--- config.mk ---
export PLATFORM = sky130hd
export DESIGN_NAME = mult_coinc_trigger
export DESIGN_NICKNAME = d
export VERILOG_FILES = /design/src/rtl/mct_pkg.sv /design/src/rtl/mct_rst_sync.sv /design/src/rtl/mct_edge_front.sv /design/src/rtl/mct_window.sv /design/src/rtl/mct_countdown.sv /design/src/rtl/mult_coinc_trigger.sv
export SDC_FILE = /design/constraint.sdc
export NUM_CORES = 1
export LEC_CHECK = 0
export BUFFER_PORTS_ARGS = -buffer_cell sky130_fd_sc_hd__buf_2
export CORE_ASPECT_RATIO = 1.1
export CORE_MARGIN = 10
export CORE_UTILIZATION = 51
export DETAILED_ROUTE_END_ITERATION = 10
export GPL_TIMING_DRIVEN = 0
export PLACE_DENSITY = 0.76
export SYNTH_ARGS = -nofsm -noshare
export SYNTH_HDL_FRONTEND = slang
export SYNTH_SLANG_ARGS = --single-unit
export TNS_END_PERCENT = 5
--- constraint.sdc ---
create_clock -name clk -period 4.9 [get_ports clk]
set_input_delay 0.98 -clock clk [delete_from_list [all_inputs] [get_ports clk]]
set_output_delay 0.98 -clock clk [all_outputs]
set_load 0.01 [all_outputs]
--- src/rtl/mct_pkg.sv ---
package mct_pkg;

  typedef enum logic {
    MODE_PHYS  = 1'b0,
    MODE_CALIB = 1'b1
  } trig_mode_e;

endpackage

--- src/rtl/mct_rst_sync.sv ---
module mct_rst_sync (
  input  logic clk,
  input  logic rst_n,
  output logic rst_sn
);

  logic [1:0] sync_q;

  always_ff @(posedge clk or negedge rst_n) begin
    if (!rst_n) sync_q <= 2'b00;
    else        sync_q <= {sync_q[0], 1'b1};
  end

  assign rst_sn = sync_q[1];

endmodule

--- src/rtl/mct_edge_front.sv ---
module mct_edge_front #(
  parameter int CRATES      = 4,
  parameter int CRATE_LINES = 10,
  localparam int NL         = CRATES * CRATE_LINES
) (
  input  logic          clk,
  input  logic          rst_n,
  input  logic [NL-1:0] lines,
  input  logic [NL-1:0] mask,
  output logic [NL-1:0] edges
);

  logic [NL-1:0] prev_q;
  logic [NL-1:0] prev_d;

  always_comb prev_d = lines;

  always_ff @(posedge clk or negedge rst_n) begin
    if (!rst_n) prev_q <= '0;
    else        prev_q <= prev_d;
  end

  // one slice per crate: new high level, gated by that crate's enables
  for (genvar c = 0; c < CRATES; c++) begin : g_crate
    assign edges[c*CRATE_LINES +: CRATE_LINES] =
      lines[c*CRATE_LINES +: CRATE_LINES] &
      ~prev_q[c*CRATE_LINES +: CRATE_LINES] &
      mask[c*CRATE_LINES +: CRATE_LINES];
  end

endmodule

--- src/rtl/mct_window.sv ---
module mct_window #(
  parameter int NL    = 40,
  parameter int WIN_W = 4,
  parameter int MUL_W = 6,
  localparam int REM_W = WIN_W + 1
) (
  input  logic             clk,
  input  logic             rst_n,
  input  logic             allow,
  input  logic [NL-1:0]    edges,
  input  logic [WIN_W-1:0] win_x,
  input  logic [MUL_W-1:0] mult,
  output logic             fire
);

  logic             open_q, open_d;
  logic [REM_W-1:0] rem_q, rem_d;
  logic [NL-1:0]    seen_q, seen_d;
  logic [NL-1:0]    cand;
  logic [MUL_W-1:0] hits;
  logic [MUL_W-1:0] need;
  logic             any_edge;

  always_comb begin
    cand     = open_q ? (seen_q | edges) : edges;
    any_edge = |edges;
    hits     = '0;
    for (int i = 0; i < NL; i++) hits = hits + MUL_W'(cand[i]);
    need     = (mult == '0) ? MUL_W'(1) : mult;
    fire     = allow && (hits >= need);
  end

  always_comb begin
    open_d = open_q;
    rem_d  = rem_q;
    seen_d = seen_q;
    if (!allow || fire) begin
      open_d = 1'b0;
      rem_d  = '0;
      seen_d = '0;
    end else if (!open_q) begin
      if (any_edge) begin
        open_d = 1'b1;
        seen_d = edges;
        rem_d  = REM_W'(win_x) + REM_W'(1);
      end
    end else if (rem_q == REM_W'(1)) begin
      open_d = 1'b0;
      rem_d  = '0;
      seen_d = '0;
    end else begin
      seen_d = cand;
      rem_d  = rem_q - REM_W'(1);
    end
  end

  always_ff @(posedge clk or negedge rst_n) begin
    if (!rst_n) begin
      open_q <= 1'b0;
      rem_q  <= '0;
      seen_q <= '0;
    end else begin
      open_q <= open_d;
      rem_q  <= rem_d;
      seen_q <= seen_d;
    end
  end

endmodule

--- src/rtl/mct_countdown.sv ---
module mct_countdown #(
  parameter int W = 16,
  localparam int CW = W + 1
) (
  input  logic         clk,
  input  logic         rst_n,
  input  logic         start,
  input  logic [W-1:0] len_x,
  output logic         active,
  output logic         last
);

  logic          act_q, act_d;
  logic [CW-1:0] cnt_q, cnt_d;
  logic          cnt_en;

  always_comb begin
    act_d  = act_q;
    cnt_d  = cnt_q;
    cnt_en = start || act_q;
    if (start) begin
      act_d = 1'b1;
      cnt_d = CW'(len_x) + CW'(1);
    end else if (act_q) begin
      if (cnt_q == '0) act_d = 1'b0;
      else             cnt_d = cnt_q - CW'(1);
    end
  end

  always_ff @(posedge clk or negedge rst_n) begin
    if (!rst_n) begin
      act_q <= 1'b0;
      cnt_q <= '0;
    end else if (cnt_en) begin
      act_q <= act_d;
      cnt_q <= cnt_d;
    end
  end

  assign active = act_q;
  assign last   = act_q && (cnt_q == '0);

endmodule

--- src/rtl/mult_coinc_trigger.sv ---
module mult_coinc_trigger #(
  parameter int CRATES      = 4,
  parameter int CRATE_LINES = 10,
  parameter int WIN_W       = 4,
  parameter int MUL_W       = 6,
  parameter int DLY_W       = 16,
  parameter int DEAD_W      = 16,
  parameter int CNT_W       = 32,
  localparam int NL         = CRATES * CRATE_LINES
) (
  input  logic              clk,
  input  logic              rst_n,
  input  logic [NL-1:0]     trig_lines,
  input  logic [NL-1:0]     active_mask,
  input  logic              calib_mode,
  input  logic              out_en,
  input  logic              cnt_clr,
  input  logic [WIN_W-1:0]  phys_win,
  input  logic [WIN_W-1:0]  calib_win,
  input  logic [MUL_W-1:0]  phys_mult,
  input  logic [MUL_W-1:0]  calib_mult,
  input  logic [DLY_W-1:0]  delay_sel,
  input  logic [DEAD_W-1:0] dead_sel,
  output logic              trig_out,
  output logic              busy,
  output logic [CNT_W-1:0]  decision_cnt
);

  import mct_pkg::*;

  logic             rst_sn;
  logic [NL-1:0]    edges;
  trig_mode_e       mode;
  logic [WIN_W-1:0] win_sel;
  logic [MUL_W-1:0] mult_sel;
  logic             fire;
  logic             dly_act, dly_last, dead_act, dead_last;
  logic [CNT_W-1:0] cnt_q, cnt_d;
  logic             cnt_en;

  mct_rst_sync u_rst (.clk(clk), .rst_n(rst_n), .rst_sn(rst_sn));

  mct_edge_front #(.CRATES(CRATES), .CRATE_LINES(CRATE_LINES)) u_front (
    .clk(clk), .rst_n(rst_sn), .lines(trig_lines), .mask(active_mask),
    .edges(edges)
  );

  always_comb begin
    mode     = trig_mode_e'(calib_mode);
    win_sel  = (mode == MODE_CALIB) ? calib_win  : phys_win;
    mult_sel = (mode == MODE_CALIB) ? calib_mult : phys_mult;
  end

  mct_window #(.NL(NL), .WIN_W(WIN_W), .MUL_W(MUL_W)) u_win (
    .clk(clk), .rst_n(rst_sn), .allow(!busy), .edges(edges),
    .win_x(win_sel), .mult(mult_sel), .fire(fire)
  );

  mct_countdown #(.W(DLY_W)) u_delay (
    .clk(clk), .rst_n(rst_sn), .start(fire), .len_x(delay_sel),
    .active(dly_act), .last(dly_last)
  );

  mct_countdown #(.W(DEAD_W)) u_dead (
    .clk(clk), .rst_n(rst_sn), .start(fire), .len_x(dead_sel),
    .active(dead_act), .last(dead_last)
  );

  assign busy     = dly_act | dead_act;
  assign trig_out = dly_last & out_en;

  always_comb begin
    cnt_en = cnt_clr || fire;
    cnt_d  = cnt_clr ? '0 : cnt_q + CNT_W'(1);
  end

  always_ff @(posedge clk or negedge rst_sn) begin
    if (!rst_sn)     cnt_q <= '0;
    else if (cnt_en) cnt_q <= cnt_d;
  end

  assign decision_cnt = cnt_q;

endmodule

Yosys cells after proc, flatten, opt, wreduce, memory -nomap -nowiden. Cells that the tools add are included.

Output and inout bits: 34. Bits in registers: 156.

$add $sub $neg: 46. Order comparisons: 1. Equal/unequal tests: 3. Bitwise operators: 15. Reduce and logical (&&, ||, !) cells: 16. Multiplexer cells: 29.

Operators with widths (count): 6-bit by 1-bit adder with 6-bit output (38); 40-bit two-way mux (5); 17-bit two-way mux (6); 10-bit AND (8); 10-bit NOT (4); 40-bit bitwise OR (1); 40-bit OR reduction (1); 16-bit by 1-bit adder with 17-bit output (second input constant) (2); 17-bit zero test (2); 17-bit by 1-bit subtractor with 17-bit output (second input constant) (2); 32-bit by 1-bit adder with 32-bit output (second input constant) (1); 32-bit two-way mux (1); 5-bit two-way mux (4); 6-bit two-way mux (2); 1-bit two-way mux (10); 6-bit greater-or-equal comparator (1); 6-bit zero test (1); 3-bit AND reduction (2); 4-bit by 1-bit adder with 5-bit output (second input constant) (1); 5-bit by 1-bit equality test with 1-bit output (second input constant) (1); 5-bit by 1-bit subtractor with 5-bit output (second input constant) (1); 1-bit logical OR (4); 4-bit two-way mux (1); 2-bit inequality test (second input constant) (2); other kinds (7) (9).

Longest topological paths before layout.
Depth in word-level cells: 48. Depth in mapped cells: 30.

Hierarchy. Synthesis repeated with hierarchy kept, for this count alone.

Cell total of the unflattened synthesis: 923. Area total of the unflattened synthesis: 9721.8 sq um.

By module, submodules not included: mct_window (seq. area each 1151.1 sq um, times used 1, area an instance 3683.5 sq um, cells each 329); mct_countdown (seq. area each 450.4 sq um, times used 2, area an instance 1405.1 sq um, cells each 160); mult_coinc_trigger (seq. area each 800.8 sq um, times used 1, area an instance 1823.0 sq um, cells each 191); mct_edge_front (seq. area each 1001.0 sq um, times used 1, area an instance 1351.3 sq um, cells each 80); mct_rst_sync (seq. area each 50.0 sq um, times used 1, area an instance 53.8 sq um, cells each 3).

Worst setup path after synthesis. No wires, ideal clock.

Path type: input -> register. Start: in active_mask[0]. End: reg u_win.seen_q[31]. Buffers on the path: 2. Cell stages on the path: 27. Library setup time: 79 ps. Data arrival time: 7944 ps. Slack: -3122 ps. Cells stage by stage: nand3b_1 -> nand2_1 -> ha_1 -> inv_1 -> fa_1 -> inv_1 -> fa_1 -> fa_1 -> fa_1 -> fa_1 -> inv_1 -> fa_1 -> fa_1 -> fa_1 -> fa_1 -> inv_1 -> a21o_1 -> a21oi_1 -> xnor2_1 -> ha_1 -> a21oi_1 -> o21ai_0 -> a211oi_1 -> nand2_1 -> clkbuf_1 -> clkbuf_1 -> o2bb2ai_1.

Cells in the longest elaborated chain, start to end: 46. Elaborated cells on any way between the ends: 48.

RTL lines: from (decl) (line mult_coinc_trigger.sv:14) `input logic [NL-1:0] active_mask,`; 10-bit AND * (line mct_edge_front.sv:27) `~prev_q[c*CRATE_LINES +: CRATE_LINES] &`; 40-bit bitwise OR (line mct_window.sv:25) `cand = open_q ? (seen_q | edges) : edges;`; 40-bit two-way mux (line mct_window.sv:25); 1-bit by 1-bit adder with 2-bit output (line mct_window.sv:28) `for (int i = 0; i < NL; i++) hits = hits + MUL_W'(cand[i]);`; 6-bit by 1-bit adder with 6-bit output (38 in series) (line mct_window.sv:28); 6-bit greater-or-equal comparator (line mct_window.sv:30) `fire = allow && (hits >= need);`; 1-bit logical AND (line mct_window.sv:30); 1-bit logical OR (line mct_window.sv:37) `if (!allow || fire) begin`; 3-bit nonzero test (no line) or 40-bit two-way mux (tied branches); to (signal assigned) (line mct_window.sv:65) `seen_q <= seen_d;`; to (decl) (line mct_window.sv:18) `logic [NL-1:0] seen_q, seen_d;`.

Mark *: on every way between the ends. The rest lies on a longest branch, timed or not. A chain may end at the register's enable or synchronous reset.

Final worst setup path.
Start: in trig_lines[1]. End: reg u_delay.cnt_q[7].

Cells in the longest elaborated chain, start to end: 47. Elaborated cells on any way between the ends: 50.

RTL lines: from (decl) (line mult_coinc_trigger.sv:13) `input logic [NL-1:0] trig_lines,`; 10-bit AND * (line mct_edge_front.sv:26) `lines[c*CRATE_LINES +: CRATE_LINES] &`; 10-bit AND * (line mct_edge_front.sv:27); 40-bit bitwise OR (line mct_window.sv:25); 40-bit two-way mux * (line mct_window.sv:25); 1-bit by 1-bit adder with 2-bit output * (line mct_window.sv:28); 6-bit by 1-bit adder with 6-bit output * (38 in series) (line mct_window.sv:28); 6-bit greater-or-equal comparator * (line mct_window.sv:30); 1-bit logical AND * (line mct_window.sv:30); 2-bit inequality test (no line) (tied with other cells); 3-bit AND reduction (no line); to (signal assigned) (line mct_countdown.sv:36) `cnt_q <= cnt_d;`; to (decl) (line mct_countdown.sv:14) `logic [CW-1:0] cnt_q, cnt_d;`.

Marked as above.

==> out/qor.txt <==
RSZ-0062 raised after global routing: true
Ys Warns: 0
Final wirelength: 26.1 mm
Pins Over Slew Limit: 0
Die Footprint: 23200 sq um
R2R Path Start: u_win.open_q
Slowest-stage cell, CP: fa_1
Failing checks: setup timing
Core region area: 17100 sq um
Layout Nets: 1344
First drt pass iteration count: 5
Req. time, crit path: 5220 ps
Mapped Nets: 1075
ANT nets after route: 0
Routed length per instance: 18.7 um
Delay-heaviest family, CP: adder cells
Min-Delay Path Class: flop to async pin
Most common cell after layout, fill and taps aside: buf_2
Initial Util: 0.523
Non-filler cells, final: 1395
CP startpoint: trig_lines[1]
Row count: 50
Most frequent CP cell: fa_1
Cells after Synth: 881
Hold slack: 279 ps
Area delta synth->final: 36.1%
PwrDens: 369 nW/um^2
Setup WS post-layout: -2710 ps
Worst Path Max Fanout: 10
Element type at the critical path start: input port
Crit path depth: 30
# IOs: 171
First-pass GRT wire length: 41.0 mm
Worst VDD drop: 242 uV
Synth area leader: dfrtp_1
Number of DRC markers in iteration 0: 472
GRT Util Overall: 0.214
# clock sinks: 156
Port bufs: 169
DRC Markers: 0
DP HPWL: 17.5 mm
Worst setup path category: input port to flop
Worst-path clk slew: 60 ps
Worst Reg-to-Reg Cells: 29
Worst-Margin Slew: 755 ps
Synthesized flop and latch total: 156
CTS tree: done
Fillers: 1245
CTS Buffer Depth: 2
Vias/cell: 5.58
Post-synth top area share: 0.437
Final Hold Viols: 0
TritonCTS buffer count: 17
Sequential area share after synthesis: 0.437
Post-synth cell types: 60
CTS H-tree lvls: 4
Crit end category: flop
Fin crit share: 1.55
Worst R2R Setup Slack: -2650 ps
# diodes: 0
Hold Buf Count CTS: 0
Max stage delay on crit path: 550 ps
Commonest cells after routing, fill and taps aside: 166 x buf_2, 154 x dfrtp_1, 76 x nand2_1
Number of flops mapped to enable cells by yosys: 0
Ys flop type: dfrtp_1
Critical path buffers and inverters: 9
Worst-Skew Late Latency: 430 ps
Largest net degree at the start of global routing: 69
CTS Root Cell: clkbuf_16
Via count: 7791
Asr flop ratio synth: 1.00
Initial antenna violation count: 0
Relative slew slack: 0.497
RR Endpoint: u_delay.cnt_q[7]
Final setup vio count: 114
Max-cap violations: 0
Die width: 146 um
Outcome: finished, violations left
Mapped cell area: 8920 sq um
Fin crit period: 7610 ps
Top post-synthesis cells by area: dfrtp_1 44%, fa_1 7.0%, ha_1 3.6%
DP Cell Count: 1286
Worst setup endpoint: u_delay.cnt_q[7]
Gr ovfl total: 0
Clock skew: 10.8 ps
Routability cong.: 0.830
Static leakage: 0.00558 uW
Die Y: 159 um
Vias in the first global route: 8158
CP arrival: 7930 ps
Share of cells above drive strength 1: 0.337
Avg Cell Area, Syn: 10.1 sq um
F_max: 131 MHz
## synth_stat cells, types with 30 or more instances
library cell / count
xor2_1: 32
dfrtp_1: 156
nor2_1: 55
a21oi_1: 41
nand3b_1: 35
fa_1: 31
nand2_1: 80
xnor2_1: 37
o21ai_0: 36
inv_1: 45
nand3_1: 30
## power by group
group | switching, uW | leakage, uW | internal, uW
logic | 768 | 0.00330 | 733
registers | 124 | 0.00198 | 1420
clock network | 542 | 0.000302 | 897
total | 1430 | 0.00558 | 3050
## layout make-up
class                      instances  area (sq um)  share of cell area
tap                              234           293              0.0241
clock inverter                    12           198              0.0163
sequential                       156          3910               0.322
multi-input combinational        647          5120               0.421
buffer                            32           340              0.0280
clock buffer                      18           429              0.0353
inverter                          45           169              0.0139
timing repair buffer             251          1690               0.139
## layer usage
| layer | part of all wire | track usage |
|---|---|---|
| met3 | 0.054 | 0.0551 |
| met1 | 0.41 | 0.251 |
| met5 | 0 | 0 |
| met2 | 0.52 | 0.370 |
| met4 | 0.024 | 0.0729 |
## registers in the layout, indices dropped and copies added, names as in the netlist, 2 cells and up
register and flops:
decision_cnt 32, u_dead.cnt_q 17, u_delay.cnt_q 17, u_front.prev_q 40, u_rst.sync_q 2, u_win.rem_q 5
u_win.seen_q 40
## worst min path at each step
stage | startpoint | endpoint | slack (ps) | depth (start not counted)
finish | u_rst.sync_q[1] | u_front.prev_q[10] | 280 | 0
global route | rst_n | u_rst.sync_q[1] | 310 | 1
CTS | u_rst.sync_q[1] | u_front.prev_q[10] | 300 | 0
detailed placement | u_rst.sync_q[1] | u_win.seen_q[8] | 290 | 0
global placement | u_rst.sync_q[0] | u_rst.sync_q[1] | 340 | 0
floorplan | u_rst.sync_q[0] | u_rst.sync_q[1] | 330 | 0
## kinds of logic (layout without fill, tap and decap cells)
group	Yosys count	after routing	share of synthesized area
adders and majority gates	57	57	0.106
xor gates and xnor gates	69	69	0.0677
buffers and inverters	78	358	0.0334
AOI/OAI and AO/OA	179	179	0.138
DFF	156	156	0.437
muxes	17	17	0.0198
other	1	1	0.000420
and+or+nand+nor	324	324	0.197
## what timing repair did
action                                  CTS  global route
gates cloned                              3             3
endpoints found under the setup margin  114           114
resized for setup                        80            47
pin swaps                                21            14
setup buffers                            68             8
## through the flow
| step | TNS, ps | total power [uW] | utilization | area [sq um] | setup slack [ps] |
|---|---|---|---|---|---|
| 2_1_floorplan | -264820 | 2430 | - | 9090 | -2450 |
| 3_5_place_dp | -370630 | 2750 | 0.602 | 10300 | -3430 |
| 4_1_cts | -276230 | 4450 | 0.693 | 11800 | -2540 |
| 3_3_place_gp | -607100 | 2710 | 0.599 | 10200 | -3240 |
| 6_report | -295630 | 4480 | 0.711 | 12100 | -2710 |
| 5_1_grt | -314380 | 4710 | 0.711 | 12100 | -2880 |
Note: power is estimated with default switching activity, not from simulation.
